==> src/rtl/pcar_pkg.sv <==
package pcar_pkg;
  localparam int unsigned NUM_CH   = 2;
  localparam int unsigned NUM_SLOT = 2 * NUM_CH;

  typedef enum logic {
    DIR_RD = 1'b0,
    DIR_WR = 1'b1
  } pcar_dir_e;

  function automatic int unsigned slot_idx(input int unsigned ch, input logic wr);
    return ch * 2 + (wr ? 1 : 0);
  endfunction
endpackage

==> src/rtl/pcar_burst_calc.sv <==
module pcar_burst_calc #(
  parameter int unsigned ADDR_W      = 32,
  parameter int unsigned SIZE_W      = 8,
  parameter int unsigned BURST_BYTES = 32,
  parameter int unsigned BCNT_W      = 10
) (
  input  logic [ADDR_W-1:0] addr_i,
  input  logic [SIZE_W-1:0] size_i,
  output logic [BCNT_W-1:0] bursts_o
);
  localparam int unsigned OFF_W = $clog2(BURST_BYTES);

  logic [BCNT_W-1:0] off;
  logic [BCNT_W-1:0] span;

  assign off      = BCNT_W'(addr_i[OFF_W-1:0]);
  // ceil via add of (BURST_BYTES-1) then shift
  assign span     = off + BCNT_W'(size_i) + BCNT_W'(BURST_BYTES - 1);
  assign bursts_o = span >> OFF_W;
endmodule

==> src/rtl/pcar_cap_check.sv <==
module pcar_cap_check #(
  parameter int unsigned OCC_W    = 8,
  parameter int unsigned BCNT_W   = 10,
  parameter int unsigned RD_LIMIT = 32,
  parameter int unsigned WR_LIMIT = 64
) (
  input  logic [OCC_W-1:0]  rd_occ_i,
  input  logic [OCC_W-1:0]  rsp_occ_i,
  input  logic [OCC_W-1:0]  wr_occ_i,
  input  logic [BCNT_W-1:0] bursts_i,
  output logic              rd_over_o,
  output logic              wr_over_o
);
  localparam int unsigned CW = ((OCC_W > BCNT_W) ? OCC_W : BCNT_W) + 2;

  logic [CW-1:0] rd_need;
  logic [CW-1:0] wr_need;

  assign rd_need   = CW'(rd_occ_i) + CW'(rsp_occ_i) + CW'(bursts_i);
  assign wr_need   = CW'(wr_occ_i) + CW'(bursts_i);
  assign rd_over_o = rd_need > CW'(RD_LIMIT);
  assign wr_over_o = wr_need > CW'(WR_LIMIT);
endmodule

==> src/rtl/pcar_retry_track.sv <==
module pcar_retry_track #(
  parameter int unsigned NUM_SLOT = 4
) (
  input  logic                clk_i,
  input  logic                rst_ni,
  input  logic [NUM_SLOT-1:0] set_i,
  input  logic [NUM_SLOT-1:0] free_i,
  output logic [NUM_SLOT-1:0] pend_o,
  output logic                retry_o
);
  logic [NUM_SLOT-1:0] pend_q;
  logic [NUM_SLOT-1:0] clr;
  logic                retry_q;

  assign clr = pend_q & free_i & ~set_i;

  always_ff @(posedge clk_i or negedge rst_ni) begin
    if (!rst_ni) begin
      pend_q  <= '0;
      retry_q <= 1'b0;
    end else begin
      pend_q  <= set_i | (pend_q & ~free_i);
      retry_q <= |clr;
    end
  end

  assign pend_o  = pend_q;
  assign retry_o = retry_q;

  for (genvar k = 0; k < NUM_SLOT; k++) begin : g_chk
    a_r6_flag_set: assert property (@(posedge clk_i) disable iff (!rst_ni)
      set_i[k] |=> pend_o[k]);
    a_r7_flag_release: assert property (@(posedge clk_i) disable iff (!rst_ni)
      (pend_o[k] && free_i[k] && !set_i[k]) |=> (retry_o && !pend_o[k]));
  end

  a_r7_retry_cause: assert property (@(posedge clk_i) disable iff (!rst_ni)
    (pend_o == '0) |=> !retry_o);
endmodule

==> src/rtl/pcar_router.sv <==
module pcar_router
  import pcar_pkg::*;
#(
  parameter int unsigned ADDR_W      = 32,
  parameter int unsigned SIZE_W      = 8,
  parameter int unsigned OCC_W       = 8,
  parameter int unsigned BURST_BYTES = 32,
  parameter int unsigned CH_BIT      = 6,
  parameter int unsigned CH0_RD_BUF  = 32,
  parameter int unsigned CH1_RD_BUF  = 32,
  parameter int unsigned CH0_WR_BUF  = 64,
  parameter int unsigned CH1_WR_BUF  = 64,
  parameter int unsigned WR_HI_PCT   = 85,
  parameter int unsigned WR_LO_PCT   = 50,
  localparam int unsigned OFF_W      = $clog2(BURST_BYTES),
  localparam int unsigned BCNT_W     = ((SIZE_W > OFF_W) ? SIZE_W : OFF_W) + 2
) (
  input  logic                    clk_i,
  input  logic                    rst_ni,
  input  logic                    req_valid_i,
  output logic                    req_ready_o,
  input  logic                    req_write_i,
  input  logic [ADDR_W-1:0]       req_addr_i,
  input  logic [SIZE_W-1:0]       req_size_i,
  input  logic [2*OCC_W-1:0]      rd_occ_i,
  input  logic [2*OCC_W-1:0]      rsp_occ_i,
  input  logic [2*OCC_W-1:0]      wr_occ_i,
  input  logic [1:0]              free_rd_i,
  input  logic [1:0]              free_wr_i,
  output logic [1:0]              push_valid_o,
  output logic                    push_write_o,
  output logic [ADDR_W-1:0]       push_addr_o,
  output logic [BCNT_W-1:0]       push_bursts_o,
  output logic [3:0]              retry_pend_o,
  output logic                    retry_o,
  output logic                    err_o,
  output logic [OCC_W-1:0]        wr_hi_mark_o,
  output logic [OCC_W-1:0]        wr_lo_mark_o
);
  localparam int unsigned RD_LIMIT = (CH0_RD_BUF + CH1_RD_BUF) / 2;
  localparam int unsigned WR_LIMIT = (CH0_WR_BUF + CH1_WR_BUF) / 2;
  localparam int unsigned WR_HI    = (WR_LIMIT * WR_HI_PCT) / 100;
  localparam int unsigned WR_LO    = (WR_LIMIT * WR_LO_PCT) / 100;
  localparam int unsigned CW       = ((OCC_W > BCNT_W) ? OCC_W : BCNT_W) + 2;

  logic [BCNT_W-1:0]   bursts;
  logic [NUM_CH-1:0]   rd_over;
  logic [NUM_CH-1:0]   wr_over;
  logic                ch_sel;
  pcar_dir_e           dir;
  logic                zero_rd;
  logic                over;
  logic                refuse;
  logic                fire;
  logic [NUM_SLOT-1:0] set_vec;
  logic [NUM_SLOT-1:0] free_vec;
  logic                err_q;

  pcar_burst_calc #(
    .ADDR_W      (ADDR_W),
    .SIZE_W      (SIZE_W),
    .BURST_BYTES (BURST_BYTES),
    .BCNT_W      (BCNT_W)
  ) u_burst (
    .addr_i   (req_addr_i),
    .size_i   (req_size_i),
    .bursts_o (bursts)
  );

  for (genvar c = 0; c < NUM_CH; c++) begin : g_ch
    pcar_cap_check #(
      .OCC_W    (OCC_W),
      .BCNT_W   (BCNT_W),
      .RD_LIMIT (RD_LIMIT),
      .WR_LIMIT (WR_LIMIT)
    ) u_cap (
      .rd_occ_i  (rd_occ_i[c*OCC_W +: OCC_W]),
      .rsp_occ_i (rsp_occ_i[c*OCC_W +: OCC_W]),
      .wr_occ_i  (wr_occ_i[c*OCC_W +: OCC_W]),
      .bursts_i  (bursts),
      .rd_over_o (rd_over[c]),
      .wr_over_o (wr_over[c])
    );

    assign push_valid_o[c]                 = fire && (ch_sel == 1'(c));
    assign free_vec[slot_idx(c, DIR_RD)]   = free_rd_i[c];
    assign free_vec[slot_idx(c, DIR_WR)]   = free_wr_i[c];

    a_r3_wr_budget: assert property (@(posedge clk_i) disable iff (!rst_ni)
      (push_valid_o[c] && push_write_o) |->
        (CW'(wr_occ_i[c*OCC_W +: OCC_W]) + CW'(push_bursts_o) <= CW'(WR_LIMIT)));
    a_r4_rd_budget: assert property (@(posedge clk_i) disable iff (!rst_ni)
      (push_valid_o[c] && !push_write_o) |->
        (CW'(rd_occ_i[c*OCC_W +: OCC_W]) + CW'(rsp_occ_i[c*OCC_W +: OCC_W])
         + CW'(push_bursts_o) <= CW'(RD_LIMIT)));
  end

  assign ch_sel  = req_addr_i[CH_BIT];
  assign dir     = req_write_i ? DIR_WR : DIR_RD;
  assign zero_rd = (dir == DIR_RD) && (req_size_i == '0);
  assign over    = (dir == DIR_WR) ? wr_over[ch_sel] : rd_over[ch_sel];
  assign refuse  = over && !zero_rd;
  assign fire    = req_valid_i && !refuse && !zero_rd;

  assign req_ready_o   = !refuse;
  assign push_write_o  = req_write_i;
  assign push_addr_o   = req_addr_i;
  assign push_bursts_o = bursts;

  always_comb begin
    set_vec = '0;
    set_vec[slot_idx(int'(ch_sel), req_write_i)] = req_valid_i && refuse;
  end

  pcar_retry_track #(
    .NUM_SLOT (NUM_SLOT)
  ) u_retry (
    .clk_i   (clk_i),
    .rst_ni  (rst_ni),
    .set_i   (set_vec),
    .free_i  (free_vec),
    .pend_o  (retry_pend_o),
    .retry_o (retry_o)
  );

  always_ff @(posedge clk_i or negedge rst_ni) begin
    if (!rst_ni)                      err_q <= 1'b0;
    else if (req_valid_i && zero_rd)  err_q <= 1'b1;
  end

  assign err_o        = err_q;
  assign wr_hi_mark_o = OCC_W'(WR_HI);
  assign wr_lo_mark_o = OCC_W'(WR_LO);

  a_r5_push_onehot: assert property (@(posedge clk_i) disable iff (!rst_ni)
    $onehot0(push_valid_o));
  a_r1_route_ch1: assert property (@(posedge clk_i) disable iff (!rst_ni)
    push_valid_o[1] |-> req_addr_i[CH_BIT]);
  a_r8_err_sticky: assert property (@(posedge clk_i) disable iff (!rst_ni)
    err_o |=> err_o);
  a_r8_zero_rd_err: assert property (@(posedge clk_i) disable iff (!rst_ni)
    (req_valid_i && !req_write_i && req_size_i == '0) |=> err_o);
endmodule

==> config.mk <==
export PLATFORM = sky130hd
export DESIGN_NAME = pcar_router
export DESIGN_NICKNAME = d
export VERILOG_FILES = /design/src/rtl/pcar_pkg.sv /design/src/rtl/pcar_burst_calc.sv /design/src/rtl/pcar_cap_check.sv /design/src/rtl/pcar_retry_track.sv /design/src/rtl/pcar_router.sv
export SDC_FILE = /design/constraint.sdc
export NUM_CORES = 1
export LEC_CHECK = 0
export BUFFER_PORTS_ARGS = -buffer_cell sky130_fd_sc_hd__buf_2
export CAP_MARGIN = 40
export CORE_UTILIZATION = 30
export CTS_BUF_LIST = sky130_fd_sc_hd__clkbuf_4 sky130_fd_sc_hd__clkbuf_8 sky130_fd_sc_hd__clkbuf_16
export DETAILED_ROUTE_END_ITERATION = 8
export PLACE_DENSITY = 0.55
export SETUP_SLACK_MARGIN = 0.4
export SLEW_MARGIN = 20
export SYNTH_ARGS = -nofsm -noshare
export SYNTH_HDL_FRONTEND = slang
export SYNTH_SLANG_ARGS = --single-unit
==> constraint.sdc <==
create_clock -name clk_i -period 9.35 [get_ports clk_i]
set_input_delay 1.87 -clock clk_i [delete_from_list [all_inputs] [get_ports clk_i]]
set_output_delay 1.87 -clock clk_i [all_outputs]
set_load 0.1 [all_outputs]
==> flow_metrics.env, run 1 <==
export IMPL_outcome="complete, no violations"
export IMPL_multi_input_area_um2=2695
export IMPL_dp_hpwl_mm=6.885
export IMPL_dr_pass1_iters=4
export IMPL_synth_seq_cells=6
export IMPL_grt_antenna_before_repair=0
export IMPL_swShare_pct=60.07
export IMPL_yosysTopAreaCell="ha_1"
export IMPL_worst_pin_slew_ns=0.5393
export IMPL_r2r_start="u_retry.pend_o[0]$_DFF_PN0_"
export IMPL_mostFrequentLayoutCell="buf_2"
export IMPL_cp_end_kind="output port"
export IMPL_die_w_um=106.0
export IMPL_antenna_cells=0
export IMPL_rsz0062_at_grt="no"
export IMPL_finalCritPeriodShare_pct=91.76
export IMPL_gp_congestion=0.8422
export IMPL_viasPerCell=5.097
export IMPL_drt_first_iter_violations=89
export IMPL_syn_to_final_growth_pct=10.95
export IMPL_power_switching_uw=289.6
export IMPL_cts_setup_buffers=0
export IMPL_grt_max_degree=25
export IMPL_clkLatencyLatePin_ns=0.22
export IMPL_post_route_drc_count=0
export IMPL_io_pins=164
export IMPL_setup_viol=0
export IMPL_critical_path_class="in -> out"
export IMPL_whs_path_depth=1
export IMPL_p_int_uw=192.5
export IMPL_p_clk_share_pct=8.0
export IMPL_hp_start="err_o$_DFFE_PN0P_"
export IMPL_synth_mux_area_share_pct=2.507
export IMPL_finalHoldViolCount=0
export IMPL_synthArstFlopShare_pct=100.0
export IMPL_regArea_um2=150.1
export IMPL_yosysWarningCount=0
export IMPL_critPathMaxFanout=10
export IMPL_die_y_um=106.0
export IMPL_grt_ovfl_total=0
export IMPL_synth_top_family_by_area="compound AO/OA/AOI/OAI gates"
export IMPL_syn_area_um2=3244
export IMPL_synth_edf_count=0
export IMPL_htreeDepth=1
export IMPL_yosys_area_share_xor_xnor_pct=7.057
export IMPL_dieArea_um2=11230
export IMPL_grt_pass1_vias=2912
export IMPL_vias=3109
export IMPL_cp_data_arrival_time_ns=6.71
export IMPL_finalMaxSlewViolations=0
export IMPL_start_kind="input port"
export IMPL_rows=37
export IMPL_p_seq_share_pct=6.2
export IMPL_avgSynthCellArea_um2=7.670
export IMPL_port_buffers=89
export IMPL_final_cell_mix="buf_2, ha_1, nand2_1"
export IMPL_syn_inst=423
export IMPL_cts_buffer_depth=2
export IMPL_crit_required_ns=7.48
export IMPL_skew_ns=0.001225
export IMPL_hold_buffers=0
export IMPL_fin_nets=616
export IMPL_tritoncts="built"
export IMPL_synth_area_leaders="ha_1, buf_4, dfrtp_1, fa_1, nand2_1"
export IMPL_r2r_cells=4
export IMPL_synth_fa_ha_area_share_pct=18.94
export IMPL_grt_pass1_wl_mm=13.23
export IMPL_max_slew_margin_pct=63.12
export IMPL_root_buffer="clkbuf_8"
export IMPL_ir_worst_vdd_uv=49.50
export IMPL_r2r_setup_slack_ns=8.31
export IMPL_core_um2=10420
export IMPL_hold_path_end="err_o$_DFFE_PN0P_"
export IMPL_drive_gt1_share_pct=25.32
export IMPL_synthFlopType="dfrtp_1"
export IMPL_clk_transition_reported_paths_ns=0.04
export IMPL_nFillCells=1127
export IMPL_slowest_stage="a221oi_4"
export IMPL_fmax_mhz=116.6
export IMPL_synth_simple_area_share_pct=19.71
export IMPL_p_total_uw=482.1
export IMPL_clock_sinks=6
export IMPL_power_density_nw_per_um2=133.9
export IMPL_post_drt_wl_per_cell_um=13.17
export IMPL_min_period_ns=8.580
export IMPL_synth_compound_area_share_pct=29.93
export IMPL_yosysTopAreaCellShare_pct=14.27
export IMPL_drv_cap=0
export IMPL_antenna_left=0
export IMPL_drt_total_wl_mm=8.036
export IMPL_reg2reg_to="u_retry.retry_o$_DFF_PN0_"
export IMPL_path_cells="buf_2 -> ha_1 -> inv_1 -> fa_1 -> xnor2_1 -> nor4bb_1 -> mux2_4 -> a21oi_4 -> maj3_2 -> and2_1 -> ha_1 -> nand2_1 -> a21oi_1 -> and2_1 -> a221oi_2 -> o21ai_1 -> or3_1 -> xnor2_1 -> o311a_1 -> a211o_1 -> a221oi_4 -> nand2_1 -> buf_2"
export IMPL_grt_util_all_layers_pct=14.08
export IMPL_fin_tns_setup_ns=0
export IMPL_cts_buffers=3
export IMPL_synth_cell_types=72
export IMPL_critical_path_max_stage_delay_ns=0.42
export IMPL_comb_power_share_pct=85.8
export IMPL_holdCritPathClass="reg -> reg"
export IMPL_leakage_uw=0.001769
export IMPL_yosysSeqAreaShare_pct=4.628
export IMPL_start_util_pct=31.15
-- final cells by class --
type                       count  area share, %
clock buffer                   3          1.147
inverter                      26          2.711
multi-input combinational    350          74.87
sequential                     6          4.171
tap                          136          4.727
timing repair buffer          89          12.37
-- timing repair --
action                                 CTS  global route
gates resized for setup                  0             2
endpoints found under the hold margin    0             0
setup endpoints to repair                0             3
-- registers in the layout (all words and copies together), names as in the netlist --
name / cells
err_o: 1
u_retry.pend_o: 4
u_retry.retry_o: 1
-- worst max-delay path, delay by kind of cell --
| family | cells | cell delay, ns |
|---|---|---|
| buffers and inverters | 3 | 0.44 |
| and+or+nand+nor | 6 | 1.24 |
| AOI/OAI and AO/OA | 7 | 1.27 |
| adders and majority gates | 4 | 1.31 |
| xor gates and xnor gates | 2 | 0.31 |
| muxes | 1 | 0.24 |
-- cells by family (layout without fill, tap and decap cells) --
kind of cell | count (synthesis) | in the layout
compound gates | 124 | 124
simple gates | 124 | 124
buf+inv | 91 | 118
fa+ha+maj | 45 | 45
xor+xnor | 24 | 24
mux | 7 | 7
flops | 6 | 6
other cells | 2 | 26
-- routing by layer --
| metal | vias up | GRT usage, % | routed length [um] |
|---|---|---|---|
| met4 | 0 | 2.083 | 65 |
| met1 | 1414 | 18.62 | 3734 |
| met3 | 14 | 1.104 | 359 |
| met5 | - | 0 | 0 |
| met2 | 91 | 25.30 | 3876 |
| li1 | 1590 | - | - |
-- power groups by stage --
stage | sequential, uW | combinational, uW | clock, uW
CTS | 30.1 | 412 | 39.2
finish | 30.0 | 413 | 38.7
floorplan | 48.0 | 378 | 0
global placement | 30.2 | 404 | 0
global route | 30.5 | 454 | 40.8
detailed placement | 30.4 | 410 | 0
-- cell usage after synthesis, types with 4 or more instances --
library cell and number:
buf_4 55, ha_1 37, nand2_1 33, inv_1 26, a21oi_1 19, nor2_1 18
a21o_1 16, nand3_1 16, a211oi_1 12, o21ai_0 12, xnor2_1 12, xor2_1 11
nor3_1 10, and3_1 8, clkbuf_1 7, fa_1 7, and2_1 6, dfrtp_1 6
nor4_1 6, o21bai_1 6, nand2b_1 5, a31oi_1 4, mux2i_1 4, nand3b_1 4
o211ai_1 4, o22ai_1 4
-- per-stage QoR --
| step | setup slack [ns] | utilization (%) | hold slack [ns] | std cells | area, um2 |
|---|---|---|---|---|---|
| 3_5_place_dp | 0.6159 | 33.98 | 0.4694 | 607 | 3540 |
| 6_report | 0.7700 | 34.56 | 0.4857 | 610 | 3600 |
| 3_3_place_gp | 0.7571 | 33.98 | 0.4732 | 607 | 3540 |
| 2_1_floorplan | 0.4295 | - | 0.9897 | 447 | 3378 |
| 5_1_grt | 0.4335 | 34.56 | 0.4924 | 610 | 3600 |
| 4_1_cts | 0.6038 | 34.38 | 0.4773 | 610 | 3581 |
-- how the worst max path moves through the flow --
stage                  start     endpoint  slack [ns]
2_1_floorplan  req_addr_i[0]  req_ready_o        0.43
3_3_place_gp   req_size_i[0]  req_ready_o        0.76
3_5_place_dp   req_size_i[0]  req_ready_o        0.62
4_1_cts        req_size_i[0]  req_ready_o        0.60
5_1_grt        req_size_i[0]  req_ready_o        0.43
6_report       req_size_i[0]  req_ready_o        0.77
Note: power is estimated with default switching activity, not from simulation.
==> run 2: changes to the inputs <==
MAX_ROUTING_LAYER = met4   (was unset)
==> flow_metrics.env, run 2 (synthesis results as in run 1) <==
export IMPL_outcome="complete, no violations"
export IMPL_drt_first_iter_violations=87
export IMPL_drive_gt1_share_pct=25.32
export IMPL_placed_area_um2=3540
export IMPL_critical_path_class="in -> out"
export IMPL_dieArea_um2=11230
export IMPL_p_seq_share_pct=6.2
export IMPL_fin_tns_setup_ns=0
export IMPL_core_um2=10420
export IMPL_critical_path_max_stage_delay_ns=0.42
export IMPL_skew_ns=0.001225
export IMPL_critPathMaxFanout=10
export IMPL_p_int_uw=192.5
export IMPL_holdCritPathClass="reg -> reg"
export IMPL_grt_ovfl_total=0
export IMPL_grt_util_all_layers_pct=14.48
export IMPL_finalCritPeriodShare_pct=91.75
export IMPL_power_switching_uw=289.6
export IMPL_clkLatencyLatePin_ns=0.22
export IMPL_clk_transition_reported_paths_ns=0.04
export IMPL_top_layer="met4"
export IMPL_dp_hpwl_mm=6.885
export IMPL_rsz0062_at_grt="no"
export IMPL_r2r_start="u_retry.pend_o[0]$_DFF_PN0_"
export IMPL_vias=3112
export IMPL_worstSetupStartpoint="req_size_i[0]"
export IMPL_start_kind="input port"
export IMPL_setup_viol=0
export IMPL_htreeDepth=1
export IMPL_grt_antenna_before_repair=0
export IMPL_wl_met3_um=362
export IMPL_fmax_mhz=116.6
export IMPL_power_density_nw_per_um2=133.9
export IMPL_p_clk_share_pct=8.0
export IMPL_cts_setup_buffers=0
export IMPL_finish_utilization_pct=34.56
export IMPL_worst_pin_slew_ns=0.5393
export IMPL_dr_pass1_iters=4
export IMPL_die_y_um=106.0
export IMPL_cp_end_kind="output port"
export IMPL_cts_buffers=3
export IMPL_drv_cap=0
export IMPL_comb_power_share_pct=85.8
export IMPL_hp_start="err_o$_DFFE_PN0P_"
export IMPL_min_period_ns=8.579
export IMPL_post_route_drc_count=0
export IMPL_slowest_stage="a221oi_4"
export IMPL_viasPerCell=5.102
export IMPL_multi_input_area_um2=2695
export IMPL_leakage_uw=0.001769
export IMPL_root_buffer="clkbuf_8"
export IMPL_post_drt_wl_per_cell_um=13.17
export IMPL_grt_pass1_vias=2912
export IMPL_io_pins=164
export IMPL_start_util_pct=31.15
export IMPL_tritoncts="built"
export IMPL_nFillCells=1127
export IMPL_clock_sinks=6
export IMPL_port_buffers=89
export IMPL_mostFrequentLayoutCell="buf_2"
export IMPL_rows=37
export IMPL_finalMaxSlewViolations=0
export IMPL_drt_total_wl_mm=8.033
export IMPL_finalHoldViolCount=0
export IMPL_gp_congestion=0.8554
export IMPL_wl_met2_mm=3.883
export IMPL_largest_reg_flops=4
export IMPL_crit_required_ns=7.48
export IMPL_final_area_um2=3600
export IMPL_met1_length_mm=3.729
export IMPL_grt_max_degree=25
export IMPL_max_slew_margin_pct=63.12
export IMPL_swShare_pct=60.07
export IMPL_antenna_cells=0
export IMPL_grt_pass1_wl_mm=13.24
export IMPL_die_w_um=106.0
export IMPL_path_cells="buf_2 -> ha_1 -> inv_1 -> fa_1 -> xnor2_1 -> nor4bb_1 -> mux2_4 -> a21oi_4 -> maj3_2 -> and2_1 -> ha_1 -> nand2_1 -> a21oi_1 -> and2_1 -> a221oi_2 -> o21ai_1 -> or3_1 -> xnor2_1 -> o311a_1 -> a211o_1 -> a221oi_4 -> nand2_1 -> buf_2"
export IMPL_fin_nets=616
export IMPL_regArea_um2=150.1
export IMPL_cp_data_arrival_time_ns=6.71
export IMPL_antenna_left=0
export IMPL_ir_worst_vdd_uv=49.50
export IMPL_syn_to_final_growth_pct=10.95
export IMPL_final_cell_mix="buf_2, ha_1, nand2_1"
export IMPL_cts_buffer_depth=2
-- run 2: cell counts in the layout (fill, tap and decap cells not counted) --
No cell type changed its count.
-- run 2: worst max-delay path: cells and delay by family --
family	cells	cell delay, ns
AOI/OAI and AO/OA	7	1.27
and+or+nand+nor	6	1.24
buffers and inverters	3	0.44
muxes	1	0.24
adders and majority gates	4	1.31
xor gates and xnor gates	2	0.31
-- run 2: worst paths after layout --
path	cells after the start	slack, ns	to
setup / recovery	23	0.77	req_ready_o
hold / removal	1	0.49	err_o$_DFFE_PN0P_
setup reg to reg	4	8.31	u_retry.retry_o$_DFF_PN0_
hold reg to reg	1	0.49	err_o$_DFFE_PN0P_
max in group asynchronous	1	7.74	u_retry.pend_o[1]$_DFF_PN0_
min in group asynchronous	1	1.47	err_o$_DFFE_PN0P_
-- run 2: power by group through the flow --
stage / logic, uW / clock network, uW / registers (uW)
2_1_floorplan: 378 / 0 / 48.0
3_3_place_gp: 404 / 0 / 30.2
3_5_place_dp: 410 / 0 / 30.4
4_1_cts: 412 / 39.2 / 30.1
5_1_grt: 454 / 40.8 / 30.5
6_report: 413 / 38.7 / 30.0
-- run 2: area by class of cell --
cell class	instances	share of cell area [%]
tap	136	4.727
sequential	6	4.171
multi-input combinational	350	74.87
clock buffer	3	1.147
timing repair buffer	89	12.37
inverter	26	2.711
-- run 2: through the flow --
stage          hold slack (ns)  std cells  setup slack (ns)  total power [uW]
2_1_floorplan           0.9897        447            0.4295             426.0
3_3_place_gp            0.4732        607            0.7571             434.5
3_5_place_dp            0.4694        607            0.6159             440.0
4_1_cts                 0.4773        610            0.6038             480.8
5_1_grt                 0.4924        610            0.4335             525.2
6_report                0.4857        610            0.7712             482.1
-- run 2: timing repair --
action / CTS / global route
hold buffers: 0 / 0
gates resized for setup: 0 / 2
setup endpoints to repair: 0 / 3
-- run 2: layer usage --
metal	up-vias	GRT usage (%)
li1	1590	-
met1	1413	18.62
met2	95	25.30
met3	14	1.104
met4	0	2.083
met5	-	-
